[src/rtl/refresh_seq.sv]
module refresh_seq #(
  parameter int CNT_W = 4,
  parameter int RCA_W = 13
) (
  input  logic             clk,
  input  logic             rst_n,
  input  logic             rfsh_req,
  input  logic             bus_grant,
  input  logic             mem_ready,
  input  logic             bus_fault,
  input  logic             bus_retry,
  input  logic             prog_sel,
  input  logic             size_16,
  output logic             bus_req,
  output logic             ras_n,
  output logic             cas_n,
  output logic             we_n,
  output logic [31:0]      ad_out,
  output logic             ad_oe,
  output logic [RCA_W-1:0] rc_addr,
  output logic             done
);
  localparam int ADDR_W = 16;
  localparam int PH_W = 4;
  localparam logic [PH_W-1:0] CAS_PH    = PH_W'(2);
  localparam logic [PH_W-1:0] RAS_PH    = PH_W'(4);
  localparam logic [PH_W-1:0] SAMPLE_PH = PH_W'(5);
  localparam logic [PH_W-1:0] LAST_PH   = PH_W'(11);
  localparam logic [CNT_W-1:0] CNT_MAX = '1;

  logic              active;
  logic [PH_W-1:0]   ph;
  logic [CNT_W-1:0]  cnt;
  logic [ADDR_W-1:0] addr;
  logic              abort, finish, start, inc;
  logic              unused_inputs;

  assign unused_inputs = ^{prog_sel, size_16};

  assign abort  = active && ph == SAMPLE_PH && (!mem_ready || bus_fault || bus_retry);
  assign finish = active && ph == LAST_PH;
  assign start  = !active && bus_grant && cnt != '0;
  assign inc    = rfsh_req && (cnt != CNT_MAX || finish);

  assign bus_req = active || cnt != '0;
  assign cas_n   = !(active && ph >= CAS_PH && ph < LAST_PH);
  assign ras_n   = !(active && ph >= RAS_PH && ph < LAST_PH);
  assign we_n    = 1'b1;
  assign ad_oe   = active;
  assign ad_out  = active ? {addr, 16'h0000} : 32'h0;
  assign rc_addr = active ? addr[RCA_W-1:0] : '0;

  always_ff @(posedge clk or negedge rst_n) begin
    if (!rst_n) begin
      active <= 1'b0;
      ph     <= '0;
      done   <= 1'b0;
      addr   <= '0;
    end else begin
      done <= finish;
      if (start) begin
        active <= 1'b1;
        ph     <= '0;
      end else if (abort || finish) begin
        active <= 1'b0;
        ph     <= '0;
      end else if (active) begin
        ph <= ph + 1'b1;
      end
      if (finish) addr <= addr + 1'b1;
    end
  end

  always_ff @(posedge clk or negedge rst_n) begin
    if (!rst_n) cnt <= '0;
    else        cnt <= cnt + CNT_W'(inc) - CNT_W'(finish);
  end

  assert_cbr_order_R1: assert property (@(posedge clk) disable iff (!rst_n)
    $fell(ras_n) |-> !cas_n);

  assert_addr_step_R2: assert property (@(posedge clk) disable iff (!rst_n)
    done |-> addr == $past(addr) + 1'b1);

  assert_abort_keeps_R7: assert property (@(posedge clk) disable iff (!rst_n)
    ($past(active) && !active && !done) |-> $stable(addr));

  assert_abort_quiet_R6: assert property (@(posedge clk) disable iff (!rst_n)
    ($fell(ad_oe) && !done) |=> !done);

  assert_no_wrap_R9: assert property (@(posedge clk) disable iff (!rst_n)
    ($past(cnt) == CNT_MAX && !done) |-> cnt == CNT_MAX);

  assert_start_grant_R10: assert property (@(posedge clk) disable iff (!rst_n)
    $rose(ad_oe) |-> $past(bus_grant && bus_req));

  assert_done_after_strobes_R11: assert property (@(posedge clk) disable iff (!rst_n)
    done |-> ($past(!ras_n == 1'b0 && ad_oe) && ras_n && cas_n));
endmodule

[config.mk]
export PLATFORM = sky130hd
export DESIGN_NAME = refresh_seq
export DESIGN_NICKNAME = d
export VERILOG_FILES = /design/src/rtl/refresh_seq.sv
export SDC_FILE = /design/constraint.sdc
export NUM_CORES = 1
export LEC_CHECK = 0
export BUFFER_PORTS_ARGS = -buffer_cell sky130_fd_sc_hd__clkbuf_2
export CORE_MARGIN = 5
export CORE_UTILIZATION = 54
export CTS_BUF_LIST = sky130_fd_sc_hd__clkbuf_8 sky130_fd_sc_hd__clkbuf_16
export CTS_CLUSTER_SIZE = 28
export DETAILED_ROUTE_END_ITERATION = 12
export PLACE_DENSITY = 0.85
export SETUP_SLACK_MARGIN = 0.1
export SYNTH_ARGS = -nofsm -noshare
export SYNTH_HDL_FRONTEND = slang
export SYNTH_SLANG_ARGS = --single-unit
[constraint.sdc]
create_clock -name clk -period 3.39 [get_ports clk]
set_input_delay 0.339 -clock clk [delete_from_list [all_inputs] [get_ports clk]]
set_output_delay 0.339 -clock clk [all_outputs]
set_load 0.01 [all_outputs]
==> results.sh <==
export IMPL_outcome="finished clean"
export IMPL_grt_pass1_vias=1076
export IMPL_layout_cells_most_common="clkbuf_2"
export IMPL_synthSimpleGateAreaFrac_pct=23.4
export IMPL_p_per_area_nw_per_um2=593
export IMPL_synth_warnings=0
export IMPL_synth_edff_count=0
export IMPL_setup_tns_ns=0
export IMPL_antenna_found_initial=0
export IMPL_dieArea_sq_um=4420
export IMPL_synthAdderAreaFrac_pct=7.69
export IMPL_fin_ws_ns=0.895
export IMPL_synth_area_per_cell_sq_um=9.80
export IMPL_drive_above_1_share_pct=27.5
export IMPL_maxSlewViolCount=0
export IMPL_clock_sinks=26
export IMPL_ys_types=37
export IMPL_multi_input_area_sq_um=832
export IMPL_crit_chain="nand4b_4 > or2_2 > nand2_1 > ha_1 > inv_1 > fa_1 > xnor2_1"
export IMPL_track_usage_pct=13.5
export IMPL_synth_cells=176
export IMPL_core_area_sq_um=3050
export IMPL_cts_resized=0
export IMPL_grt_max_degree=30
export IMPL_post_place_ws_ns=0.913
export IMPL_grt_overflow=0
export IMPL_first_iter_violations=41
export IMPL_synth_compound_area_share_pct=3.63
export IMPL_routabilityCongestion=0.792
export IMPL_synth_top_flop_cell="dfrtp_1"
export IMPL_p_leak_nw=1.01
export IMPL_viasPerCell=4.79
export IMPL_ctsLongestPathBuffers=2
export IMPL_slowest_delay_ns=0.82
export IMPL_cp_required_ns=3.55
export IMPL_total_power_w=0.00110
export IMPL_ys_ff_latch=26
export IMPL_start_util_pct=56.5
export IMPL_die_width_um=66.5
export IMPL_end_kind="register"
export IMPL_detail_route_antenna_nets=0
export IMPL_num_rows=20
export IMPL_dpl_instance_area_sq_um=1780
export IMPL_grt_pass1_wl_um=4670
export IMPL_yosysSeqAreaShare_pct=37.7
export IMPL_grt_setup_unrepaired="no"
export IMPL_wirelength_um=2810
export IMPL_syn_to_final_growth_pct=7.33
export IMPL_die_h_um=66.5
export IMPL_final_cell_area_sq_um=1850
export IMPL_final_seq_area_sq_um=651
export IMPL_cp_arrival_ns=2.66
export IMPL_drcViolationCount=0
export IMPL_drt_first_pass_iters=4
export IMPL_timing_fmax_mhz=401
export IMPL_portBuffers=40
export IMPL_worst_setup_path_type="reg -> reg"
export IMPL_cts_root_buffer="clkbuf_8"
export IMPL_ios=60
export IMPL_fin_crit_sh_pct=73.6
export IMPL_layout_common_cells="clkbuf_2 (40), dfrtp_1 (26), conb_1 (17)"
export IMPL_dp_hpwl_um=2110
export IMPL_synth_top_family_by_area="simple AND/OR/NAND/NOR gates"
export IMPL_wire_per_inst_um=11.5
export IMPL_synth_xor_area_share_pct=8.64
export IMPL_cpMaxStageDelayCell="dfrtp_1"
export IMPL_nFillCells=266
export IMPL_cts_setup_buffers=0
export IMPL_path_clk_slew_ns=0.09
export IMPL_irDropWorstVdd_v=0.000435
export IMPL_final_nets=220
export IMPL_insertedDiodeCount=0
export IMPL_async_reset_ff_share_pct=100
export IMPL_htreeDepth=1
export IMPL_setup_viol=0
export IMPL_numCtsBuffers=3
export IMPL_hp_class="in -> async"
export IMPL_muxShareOfSynthArea_pct=1.23
export IMPL_num_vias=1169
export IMPL_cts_tree="built"
export IMPL_clk_latency_ns=0.26
export IMPL_start_kind="register"
export IMPL_worst_pin_slew_ns=0.729
export IMPL_final_util_pct=60.6
export IMPL_skew_ns=0.00237
export IMPL_maxSlewHeadroom_pct=51.4
export IMPL_crit_fanout=29
export IMPL_ctsHoldBuffers=0
export IMPL_syn_area_sq_um=1720
export IMPL_finalHoldViolations=0
export IMPL_fin_crit_ns=2.49
export IMPL_cap_violations=0
## registers in the layout, indices dropped and copies added, names as in the netlist
| register | cells |
|---|---|
| addr | 16 |
| cnt | 4 |
| ph | 4 |
| ad_oe | 1 |
| done | 1 |
## area by class of cell
cell class / count / share of cell area, %
Sequential cell: 26 / 35.2
Clock buffer: 3 / 2.23
Inverter: 11 / 2.23
Multi-Input combinational cell: 119 / 45.0
Timing Repair Buffer: 40 / 10.8
Clock inverter: 1 / 1.62
Tap cell: 44 / 2.97
## report_power, final
part	total [W]	switching (W)	leakage (nW)	internal, W
Sequential	0.000479	0.000105	0.344	0.000374
Clock	0.000252	0.0000944	0.0357	0.000158
Combinational	0.000366	0.000190	0.628	0.000176
Total	0.00110	0.000389	1.01	0.000708
## path summary, 6_finish.rpt
| path | start | to | slack [ns] | cells after the start |
|---|---|---|---|---|
| setup / recovery | ad_oe$_DFFE_PN0P_ | cnt[2]$_DFF_PN0_ | 0.90 | 7 |
| hold / removal | rst_n | cnt[0]$_DFF_PN0_ | 0.08 | 1 |
| setup reg to reg | ad_oe$_DFFE_PN0P_ | cnt[2]$_DFF_PN0_ | 0.90 | 7 |
| hold reg to reg | addr[15]$_DFFE_PN0P_ | addr[15]$_DFFE_PN0P_ | 0.47 | 1 |
| max in group asynchronous | rst_n | addr[6]$_DFFE_PN0P_ | 2.90 | 1 |
| min in group clk | bus_grant | ad_oe$_DFFE_PN0P_ | 0.40 | 3 |
## synth_stat cells (5+ instances only)
master / instances / area, sq um
nand2_1: 11 / 41.3
nand4_1: 5 / 31.3
buf_4: 31 / 233
xor2_1: 5 / 43.8
o21ai_0: 7 / 35.0
nor2_1: 6 / 22.5
xnor2_1: 12 / 105
nand3_1: 8 / 40.0
ha_1: 9 / 113
dfrtp_1: 26 / 651
and2_1: 16 / 100
inv_1: 11 / 41.3
## critical path, delay by kind of cell (launching register included)
kind,cells,cell delay (ns)
simple gates,3,0.84
flops,1,0.82
fa+ha+maj,2,0.53
xor+xnor,1,0.13
buf+inv,1,0.06
## logic make-up (layout without fill, tap and decap cells)
family / after synthesis / count (layout)
AOI/OAI and AO/OA: 11 / 11
xor gates and xnor gates: 17 / 17
adders and majority gates: 10 / 10
buffers and inverters: 46 / 55
DFF: 26 / 26
muxes: 2 / 2
other: 2 / 17
and+or+nand+nor: 62 / 62
## per-stage QoR
step,cells,hold WS [ns]
detailed placement,240,0.389
global placement,240,0.385
CTS,244,0.0989
floorplan,191,0.0434
global route,244,0.133
finish,244,0.0774
## layer usage
metal | up-vias | share of wire (%) | global-route usage [%]
li1 | 575 | - | -
met1 | 550 | 43 | 17.6
met2 | 38 | 50 | 22.1
met3 | 6 | 6.3 | 2.36
met4 | 0 | 1.5 | 5.33
met5 | - | 0 | 0
Note: power is estimated with default switching activity, not from simulation.
